`config.mk`:
```
export PLATFORM = sky130hd
export DESIGN_NAME = canrx_unstuff_crc
export DESIGN_NICKNAME = d
export VERILOG_FILES = /design/src/rtl/canrx_pkg.sv /design/src/rtl/canrx_run_track.sv /design/src/rtl/canrx_crc_gen.sv /design/src/rtl/canrx_unstuff_crc.sv
export SDC_FILE = /design/constraint.sdc
export NUM_CORES = 1
export LEC_CHECK = 0
export ABC_AREA = 0
export BUFFER_PORTS_ARGS = -buffer_cell sky130_fd_sc_hd__buf_4
export CELL_PAD_IN_SITES_DETAIL_PLACEMENT = 0
export CELL_PAD_IN_SITES_GLOBAL_PLACEMENT = 1
export CORE_MARGIN = 2
export CORE_UTILIZATION = 44
export DETAILED_ROUTE_END_ITERATION = 12
export GPL_TIMING_DRIVEN = 0
export PLACE_DENSITY = 0.76
export SKIP_LAST_GASP = 1
export SYNTH_ARGS = -nofsm -noshare
export SYNTH_HDL_FRONTEND = slang
export SYNTH_SLANG_ARGS = --single-unit
```
`constraint.sdc`:
```
create_clock -name clk -period 1.9 [get_ports clk]
set_clock_uncertainty 0.15 [all_clocks]
set_input_delay 0.095 -clock clk [delete_from_list [all_inputs] [get_ports clk]]
set_output_delay 0.095 -clock clk [all_outputs]
set_load 0.005 [all_outputs]
```
`src/rtl/canrx_pkg.sv`:
```
package canrx_pkg;

    typedef enum logic [1:0] {
        PH_IDLE = 2'd0,
        PH_BODY = 2'd1,
        PH_CRC  = 2'd2
    } phase_e;

endpackage

```
`src/rtl/canrx_run_track.sv`:
```
module canrx_run_track #(
    parameter int RUN_LEN = 5
) (
    input  logic clk,
    input  logic rst_n,
    input  logic restart,
    input  logic advance,
    input  logic bit_i,
    output logic stuff_slot,
    output logic same_as_prev
);
    localparam int CW = $clog2(RUN_LEN + 1);

    typedef struct packed {
        logic          prev;
        logic [CW-1:0] cnt;
    } run_t;

    run_t st_d, st_q;

    always_comb begin
        st_d = st_q;
        if (restart) begin
            // start-of-frame bit: dominant previous, run of one
            st_d.prev = 1'b0;
            st_d.cnt  = CW'(1);
        end else if (advance) begin
            if ((bit_i == st_q.prev) && (st_q.cnt < CW'(RUN_LEN)))
                st_d.cnt = st_q.cnt + CW'(1);
            else
                st_d.cnt = CW'(1);
            st_d.prev = bit_i;
        end
    end

    always_ff @(posedge clk or negedge rst_n) begin
        if (!rst_n) begin
            st_q.prev <= 1'b0;
            st_q.cnt  <= CW'(1);
        end else begin
            st_q <= st_d;
        end
    end

    assign stuff_slot   = (st_q.cnt == CW'(RUN_LEN));
    assign same_as_prev = (bit_i == st_q.prev);

    // run length always within 1..RUN_LEN
    p_run_range_r4: assert property (@(posedge clk) disable iff (!rst_n)
        (st_q.cnt >= CW'(1)) && (st_q.cnt <= CW'(RUN_LEN)));

    // a restart leaves a run of one with dominant history
    p_restart_state_r3: assert property (@(posedge clk) disable iff (!rst_n)
        restart |=> (st_q.cnt == CW'(1)) && !st_q.prev);

endmodule

```
`src/rtl/canrx_crc_gen.sv`:
```
module canrx_crc_gen #(
    parameter int                CRC_W    = 15,
    parameter logic [CRC_W-1:0]  CRC_POLY = 15'h4599
) (
    input  logic             clk,
    input  logic             rst_n,
    input  logic             clear,
    input  logic             shift,
    input  logic             bit_i,
    output logic [CRC_W-1:0] crc_o
);
    logic [CRC_W-1:0] crc_d, crc_q;
    logic [CRC_W-1:0] base;
    logic             fb;

    always_comb begin
        base  = clear ? '0 : crc_q;
        fb    = bit_i ^ base[CRC_W-1];
        crc_d = crc_q;
        if (clear || shift)
            crc_d = {base[CRC_W-2:0], 1'b0} ^ (fb ? CRC_POLY : '0);
    end

    always_ff @(posedge clk or negedge rst_n) begin
        if (!rst_n) crc_q <= '0;
        else        crc_q <= crc_d;
    end

    assign crc_o = crc_q;

    // register moves only when a bit is folded in or a frame starts
    p_crc_idle_hold_r7: assert property (@(posedge clk) disable iff (!rst_n)
        (!clear && !shift) |=> $stable(crc_q));

endmodule

```
`src/rtl/canrx_unstuff_crc.sv`:
```
module canrx_unstuff_crc #(
    parameter int               RUN_LEN  = 5,
    parameter int               CRC_W    = 15,
    parameter logic [CRC_W-1:0] CRC_POLY = 15'h4599
) (
    input  logic clk,
    input  logic rst_n,
    input  logic in_bit,
    input  logic in_vld,
    input  logic sof_mark,
    input  logic field_end,
    output logic out_bit,
    output logic out_vld,
    output logic stuff_err,
    output logic crc_err
);
    import canrx_pkg::*;

    localparam int NW = $clog2(CRC_W + 1);

    typedef struct packed {
        phase_e           phase;
        logic [CRC_W-1:0] rx_crc;
        logic [NW-1:0]    rx_cnt;
        logic             obit;
        logic             ovld;
        logic             serr;
        logic             cerr;
    } top_t;

    top_t st_d, st_q;

    logic             run_restart, run_adv, stuff_slot, same_as_prev;
    logic             crc_clr, crc_shift;
    logic [CRC_W-1:0] crc_val;
    logic [CRC_W-1:0] rx_next;

    canrx_run_track #(.RUN_LEN(RUN_LEN)) run_i (
        .clk          (clk),
        .rst_n        (rst_n),
        .restart      (run_restart),
        .advance      (run_adv),
        .bit_i        (in_bit),
        .stuff_slot   (stuff_slot),
        .same_as_prev (same_as_prev)
    );

    canrx_crc_gen #(.CRC_W(CRC_W), .CRC_POLY(CRC_POLY)) crc_i (
        .clk   (clk),
        .rst_n (rst_n),
        .clear (crc_clr),
        .shift (crc_shift),
        .bit_i (in_bit),
        .crc_o (crc_val)
    );

    assign rx_next = {st_q.rx_crc[CRC_W-2:0], in_bit};

    always_comb begin
        st_d        = st_q;
        st_d.ovld   = 1'b0;
        st_d.serr   = 1'b0;
        st_d.cerr   = 1'b0;
        run_restart = 1'b0;
        run_adv     = 1'b0;
        crc_clr     = 1'b0;
        crc_shift   = 1'b0;

        if (in_vld) begin
            if (sof_mark) begin
                st_d.phase  = PH_BODY;
                st_d.rx_cnt = '0;
                st_d.obit   = in_bit;
                st_d.ovld   = 1'b1;
                run_restart = 1'b1;
                crc_clr     = 1'b1;
            end else begin
                case (st_q.phase)
                    PH_BODY, PH_CRC: begin
                        run_adv = 1'b1;
                        if (stuff_slot) begin
                            if (same_as_prev) begin
                                st_d.serr  = 1'b1;
                                st_d.phase = PH_IDLE;
                            end
                        end else begin
                            st_d.obit = in_bit;
                            st_d.ovld = 1'b1;
                            if (st_q.phase == PH_BODY) begin
                                crc_shift = 1'b1;
                                if (field_end) begin
                                    st_d.phase  = PH_CRC;
                                    st_d.rx_cnt = '0;
                                end
                            end else begin
                                st_d.rx_crc = rx_next;
                                st_d.rx_cnt = st_q.rx_cnt + NW'(1);
                                if (st_q.rx_cnt == NW'(CRC_W - 1)) begin
                                    st_d.phase = PH_IDLE;
                                    st_d.cerr  = (rx_next != crc_val);
                                end
                            end
                        end
                    end
                    default: begin
                        st_d.obit = in_bit;
                        st_d.ovld = 1'b1;
                    end
                endcase
            end
        end
    end

    always_ff @(posedge clk or negedge rst_n) begin
        if (!rst_n) begin
            st_q.phase  <= PH_IDLE;
            st_q.rx_crc <= '0;
            st_q.rx_cnt <= '0;
            st_q.obit   <= 1'b0;
            st_q.ovld   <= 1'b0;
            st_q.serr   <= 1'b0;
            st_q.cerr   <= 1'b0;
        end else begin
            st_q <= st_d;
        end
    end

    assign out_bit   = st_q.obit;
    assign out_vld   = st_q.ovld;
    assign stuff_err = st_q.serr;
    assign crc_err   = st_q.cerr;

    // a violating bit is never forwarded
    p_serr_silent_r5: assert property (@(posedge clk) disable iff (!rst_n)
        stuff_err |-> !out_vld);

    // stuff error is a single-cycle pulse
    p_serr_pulse_r5: assert property (@(posedge clk) disable iff (!rst_n)
        stuff_err |=> !stuff_err);

    // CRC error is a single-cycle pulse, tied to a forwarded bit
    p_cerr_pulse_r8: assert property (@(posedge clk) disable iff (!rst_n)
        crc_err |=> !crc_err);
    p_cerr_with_bit_r8: assert property (@(posedge clk) disable iff (!rst_n)
        crc_err |-> out_vld);

    // output strobe only follows an input strobe
    p_out_needs_strobe_r6: assert property (@(posedge clk) disable iff (!rst_n)
        out_vld |-> $past(in_vld));

    // computed CRC is frozen while the CRC field is received
    p_crc_frozen_r7: assert property (@(posedge clk) disable iff (!rst_n)
        (st_q.phase == PH_CRC && $past(st_q.phase) == PH_CRC) |-> $stable(crc_val));

endmodule

```
==> results of run 1 <==
-- metrics by stage --
stage / TNS (ns) / cell area (um^2) / hold slack (ns) / worst slack, ns / instances
after floorplan: 0 / 2270 / -0.351 / 0.00521 / 197
after global placement: -3.93 / 2400 / -0.0386 / -0.188 / 271
after detailed placement: -4.71 / 2400 / -0.0294 / -0.234 / 271
after CTS: -0.0122 / 2570 / 0.0396 / -0.0122 / 282
after global routing: -0.0213 / 2670 / 0.0760 / -0.0200 / 290
final: 0 / 2670 / 0.0513 / 0.0322 / 290
-- where the power goes --
part           switching [mW]  leakage, nW  internal [mW]
clock network           0.316       0.0612          0.425
logic                   0.667        0.547          0.863
registers               0.261        0.563           1.18
total                    1.24         1.17           2.46
-- cells in the final DEF (no fill, tap or decap), types with 2 or more instances in the layout --
cell	Yosys	layout
sky130_fd_sc_hd__o211ai_1	2	2
sky130_fd_sc_hd__clkbuf_8	0	6
sky130_fd_sc_hd__mux2i_1	9	8
sky130_fd_sc_hd__ha_4	0	2
sky130_fd_sc_hd__inv_2	1	3
sky130_fd_sc_hd__a21oi_1	6	5
sky130_fd_sc_hd__inv_1	7	5
sky130_fd_sc_hd__xnor2_1	27	27
sky130_fd_sc_hd__nor3_1	2	2
sky130_fd_sc_hd__mux2_4	0	4
sky130_fd_sc_hd__nor2_1	19	18
sky130_fd_sc_hd__a21o_1	2	2
sky130_fd_sc_hd__clkbuf_1	3	2
sky130_fd_sc_hd__buf_6	2	4
sky130_fd_sc_hd__mux2_2	21	17
sky130_fd_sc_hd__a31oi_1	3	3
sky130_fd_sc_hd__nand3b_1	2	2
sky130_fd_sc_hd__nand3_1	5	5
sky130_fd_sc_hd__nand4_1	4	4
sky130_fd_sc_hd__buf_4	0	16
sky130_fd_sc_hd__buf_2	4	3
sky130_fd_sc_hd__ha_1	5	3
sky130_fd_sc_hd__nand2_1	6	6
sky130_fd_sc_hd__dfrtp_1	42	42
sky130_fd_sc_hd__o21ai_0	4	4
-- cell families after synthesis --
| logic type | count (synthesis) | share of synthesized area, % |
|---|---|---|
| multiplexers | 30 | 14.6 |
| adder cells (fa/ha/maj) | 5 | 2.80 |
| buffers and inverters | 17 | 3.75 |
| XOR/XNOR | 27 | 10.6 |
| flip-flops | 43 | 48.2 |
| AND/OR/NAND/NOR | 47 | 10.5 |
| AO/OA/AOI/OAI | 28 | 9.47 |
-- worst min-delay path: stages --
cell and delay (ns):
sky130_fd_sc_hd__buf_2 0.18, sky130_fd_sc_hd__nor2_1 0.13, sky130_fd_sc_hd__a211oi_1 0.05
-- flip-flops by register name, summed over array words and instances, names as in the netlist --
signal and count:
crc_i.crc_o 15, rx_next 14, st_q 6, run_i.st_q 4, crc_err 1, out_bit 1, out_vld 1, stuff_err 1
-- cell type report --
class,instances,area [um^2],share of cell area (%)
buffer,8,56.3,2.11
clock buffer,6,82.6,3.10
clock inverter,2,35.0,1.31
inverter,8,30.0,1.13
multi-input combinational,137,1140,42.7
sequential,43,1080,40.4
tap,67,83.8,3.14
timing repair buffer,19,161,6.05
-- repair_timing --
item / 4_1_cts / 5_1_grt
resized for setup: 6 / 8
hold buffers: 1 / 0
hold endpoints to repair: 43 / 0
pin swaps: 3 / 4
setup endpoints to repair: 32 / 27
buffers inserted: 3 / 8
-- how the worst min path moves through the flow --
stage,start,to,slack [ns],cells after the start
after floorplan,rst_n,crc_err,-0.35,0
after global placement,rst_n,st_q[6],-0.04,1
after detailed placement,rst_n,st_q[7],-0.03,1
after CTS,in_vld,crc_i.crc_o[14],0.04,3
after global routing,in_vld,crc_i.crc_o[14],0.08,3
final,in_vld,crc_i.crc_o[14],0.05,3
-- per-layer routing --
layer	GRT usage, %	wire [um]	up-vias
li1	-	-	735
met1	23.2	2060	773
met2	28.8	2090	18
met3	4.82	108	8
met4	6.82	50	0
met5	0	0	-
==> metrics.cfg, run 1 <==
[setup_path]
crit_path_cell_trace=ha_4 > a21oi_4 > and2_4 > o21ai_4 > buf_12 > mux2_2
setup.worst_path.start=st_q[23]
timing.critical_path.fanout_max=6
worst_r2r_path_depth=6
end_kind=flop
r2r_slack_ns=0.03
total_stage_count_of_the_critical_path=6
worst_path_dominant_cell_family=flip-flops
worstPathBufferInverterCount=1
setup.worst_path.class=flop to flop
critical_path.slowest_cell=sky130_fd_sc_hd__dfrtp_1
source_of_the_worst_register_to_register_timing_path=st_q[23]
worst-endpoint-required_ns=1.94
slowest_delay_ns=0.42
reg_to_reg_endpoint=crc_i.crc_o[10]
worst_setup_path_start_kind=flop
crit_end=crc_i.crc_o[10]
worstPathArrival_ns=1.90

[detailed_routing]
wl_um=4320
post_drt_wl_per_cell_um=14.9
detailed_route_drc_error_count=0
via_per_inst=5.29
drtIter0Drc=72
antenna_left=0
num_vias=1534
drt_first_pass_iters=4

[floorplan]
initial_util_pct=46.4
floorplan.die.height_um=75.2
dieArea_um2=5660
die_width_um=75.2
placementRows=25
io_pins=10
placeable_core_region_um2=4820

[synthesis]
netlist_top_cells_area=sky130_fd_sc_hd__dfrtp_1 (47%), sky130_fd_sc_hd__mux2_2 (11%), sky130_fd_sc_hd__xnor2_1 (11%), sky130_fd_sc_hd__mux2i_1 (4.0%), sky130_fd_sc_hd__nor2_1 (3.2%)
top_post_synthesis_cells_by_count=sky130_fd_sc_hd__dfrtp_1 (42), sky130_fd_sc_hd__xnor2_1 (27), sky130_fd_sc_hd__mux2_2 (21), sky130_fd_sc_hd__nor2_1 (19), sky130_fd_sc_hd__mux2i_1 (9)
synthDominantCellAreaShare_pct=47.1
avgSynthCellArea_um2=11.3
yosys_warnings=0
synthDominantAreaCellType=sky130_fd_sc_hd__dfrtp_1
synth-seq-cells=43
synthMostInstantiatedCell=sky130_fd_sc_hd__dfrtp_1
synthesis.nets=208
synthesis.instances=197
postSynth.asyncResetShare_pct=100
synth-edff-count=0
synthFlopType=sky130_fd_sc_hd__dfrtp_1
synth_seq_area_share_pct=48.2
netlist-cell-type-count=41
netlist_area_um2=2230

[clock_network]
cts_htree_levels=2
clock_latency_ns=0.30
tritoncts_buffer_count=5
clock_tree.root_cell=sky130_fd_sc_hd__clkbuf_8
clock-sinks=43
cts_tree=built
ctsLongestPathBuffers=2
clock_pin_slew_reported_for_the_worst_setup_and_hold_paths_after_clock_tree_synthesis_ns=0.08

[sta]
final.min_clock_period_ns=1.87
max_clock_freq_mhz=535
final_max_slew_viol_count=0
final_min_period_over_clock_period_pct=98.3
grt_setup_unrepaired=yes
worstMarginPinSlew_ns=0.543
finalHoldViolations=0
slew_headroom_pct=63.8
setup-violations-final=0

[finish]
num-nets-final=233
fin_util_pct=55.4
filler_cell_count=433
synthToLayoutAreaGrowth_pct=19.4
layout-drive-gt1-share_pct=29.6
insertedDiodeCount=0

[run_status]
result_of_the_run=finished, final reports clean

[power_and_ir_drop]
p_leak_nw=1.17
fin_total_pwr_mw=3.71
power.density_cell_area_nw_per_um2=1390
ir_drop_mv=0.552

[placement]
globalplace.congestion=0.822
port_buffers=7
place.detailed.hpwl_um=3040

[global_routing]
grt_max_degree=44
gr-usage-all-layers_pct=17.9
grt_pass1_wl_um=7410
vias_in_the_first_global_route=1510
antenna_found_initial=0
globalRouteOverflowTotal=0

[run]
max-cap-violations=0

[min_path]
worst_hold_path_type=primary input to flop

No activity file was read; power rests on OpenSTA's default activity.
==> inputs of run 2 (changes only) <==
CORE_ASPECT_RATIO = 1.5   (was not set)
==> run 2 against run 1 <==
  * Via count grew 2.4%
  * Sequential power about the same
  * The flow now finishes with violations (negative setup slack)
  * Largest cell class unchanged
  * Die area up 0.20%
  * Power up 2.9%
  * Sequential share of layout area decreased by 1.1 points
  * Wire length increased by 7.8%
  * Register-to-register slack worse by 0.03 ns
  * Critical path depth unchanged
  * Combinational power increased by 7%
  * Flip-flop and latch count unchanged
==> metrics.cfg, run 2 (same netlist as run 1, synthesis figures left out) <==
[sta]
worstMarginPinSlew_ns=0.540
max_clock_freq_mhz=526
grt_setup_unrepaired=yes
final_min_period_over_clock_period_pct=100
finalWorstSetupSlack_ns=-0.000103
setup-violations-final=1
final.min_clock_period_ns=1.90
slew_headroom_pct=64.0
finalHoldWorstSlack_ns=0.0635
finalHoldViolations=0
final_max_slew_viol_count=0

[setup_path]
end_kind=flop
r2r_slack_ns=-0.0001
crit_path_cell_trace=ha_4 > a2111oi_4 > buf_4 > nand2_8 > buf_8 > mux2_2
worst_r2r_path_depth=6
critical_path.slowest_cell=sky130_fd_sc_hd__dfrtp_1
slowest_delay_ns=0.42
worstPathBufferInverterCount=2
total_stage_count_of_the_critical_path=6
worst_path_dominant_cell_family=flip-flops
timing.critical_path.fanout_max=7
worst-endpoint-required_ns=1.93
worstPathArrival_ns=1.93
reg_to_reg_endpoint=rx_next[4]
source_of_the_worst_register_to_register_timing_path=st_q[23]
crit_end=rx_next[4]
worst_setup_path_start_kind=flop
setup.worst_path.start=st_q[23]
setup.worst_path.class=flop to flop

[placement]
globalplace.congestion=0.785
port_buffers=7
place.detailed.hpwl_um=3190

[finish]
number_of_flip_flops_under_the_largest_register_name=15
layout-drive-gt1-share_pct=31.0
num-nets-final=236
synthToLayoutAreaGrowth_pct=22.8
insertedDiodeCount=0
mostFrequentLayoutCells=sky130_fd_sc_hd__dfrtp_1 (42), sky130_fd_sc_hd__xnor2_1 (27), sky130_fd_sc_hd__nor2_1 (18), sky130_fd_sc_hd__buf_4 (18), sky130_fd_sc_hd__mux2_2 (17)
final_common_cell=sky130_fd_sc_hd__dfrtp_1

[min_path]
worst_hold_path_type=primary input to flop

[floorplan]
floorplan.die.height_um=91.3
io_pins=10
die_width_um=62.2
dieArea_um2=5670
placeable_core_region_um2=4850
placementRows=31
initial_util_pct=46.1

[detailed_routing]
post_drt_wl_per_cell_um=15.9
num_vias=1571
drtIter0Drc=111
drt_first_pass_iters=4
detailed_route_drc_error_count=0
wl_um=4650
via_per_inst=5.38
antenna_left=0

[global_routing]
grt_pass1_wl_um=8100
grt_max_degree=44
gr-usage-all-layers_pct=18.1
globalRouteOverflowTotal=0
vias_in_the_first_global_route=1646
antenna_found_initial=0

[clock_network]
clock-sinks=43
clock_tree.root_cell=sky130_fd_sc_hd__clkbuf_8
ctsLongestPathBuffers=2
clock_latency_ns=0.30
cts_htree_levels=2
clock_pin_slew_reported_for_the_worst_setup_and_hold_paths_after_clock_tree_synthesis_ns=0.08
cts_tree=built
tritoncts_buffer_count=5

[run_status]
result_of_the_run=finished, violations left
violations=negative setup slack

[run]
max-cap-violations=0

[power_and_ir_drop]
power.combinational.fraction_pct=43.1
clock_power_share_pct=19.5
p_leak_nw=1.19
power.density_cell_area_nw_per_um2=1390
fin_total_pwr_mw=3.82
power.share.sequential_pct=37.4
ir_drop_mv=0.615
internal_power_mw=2.52
switching_share_pct=34.1
netSwitchingPower_mw=1.30

## run 2: worst min-delay path: stages
cell	delay [ns]
sky130_fd_sc_hd__buf_2	0.19
sky130_fd_sc_hd__nor2_1	0.13
sky130_fd_sc_hd__a211oi_1	0.06
## run 2: how the worst min path moves through the flow
| stage | cells past startpoint | slack (ns) | from | end |
|---|---|---|---|---|
| floorplan | 0 | -0.35 | rst_n | crc_err |
| global placement | 1 | -0.04 | rst_n | st_q[6] |
| detailed placement | 1 | -0.03 | rst_n | st_q[6] |
| CTS | 3 | 0.06 | in_vld | crc_i.crc_o[14] |
| global route | 3 | 0.09 | in_vld | crc_i.crc_o[14] |
| finish | 3 | 0.06 | in_vld | crc_i.crc_o[14] |
## run 2: final cells by class
type                            count  area [um^2]
Buffer                              8         60.1
Multi-Input combinational cell    137         1170
Sequential cell                    43         1080
Inverter                            8         30.0
Tap cell                           66         82.6
Clock inverter                      2         35.0
Fill cell                         423         2110
Timing Repair Buffer               22          208
Clock buffer                        6         82.6
## run 2: metrics by stage
stage	cells	utilization (%)	area (um^2)	TNS, ns	worst slack (ns)
after floorplan	197	-	2270	0	0.00521
after CTS	289	55.4	2690	-0.0511	-0.0147
after detailed placement	270	49.5	2400	-5.90	-0.282
final	292	56.6	2740	-0.000103	-0.000103
after global placement	270	49.5	2400	-4.39	-0.225
after global routing	292	56.6	2740	-1.20	-0.0829
## run 2: power by group through the flow
stage | clock network [mW] | logic, mW | registers, mW
after floorplan | 0 | 1.05 | 1.39
after global placement | 0 | 1.23 | 1.44
after detailed placement | 0 | 1.27 | 1.46
after CTS | 0.760 | 1.55 | 1.43
after global routing | 0.804 | 1.79 | 1.47
final | 0.744 | 1.64 | 1.43
## run 2: what timing repair did
item | CTS | global route
hold endpoints to repair | 43 | 0
setup endpoints to repair | 32 | 31
cloned | 1 | 0
hold buffers | 1 | 0
setup buffers | 10 | 3
gates resized for setup | 12 | 8
pin swaps | 3 | 3
## run 2: routing by layer
metal | wire length [um] | vias up | track usage (%)
met3 | 123 | 8 | 3.72
met1 | 1860 | 794 | 20.4
li1 | - | 742 | -
met4 | 94 | 0 | 6.67
met5 | 0 | - | 0
met2 | 2570 | 27 | 33.4
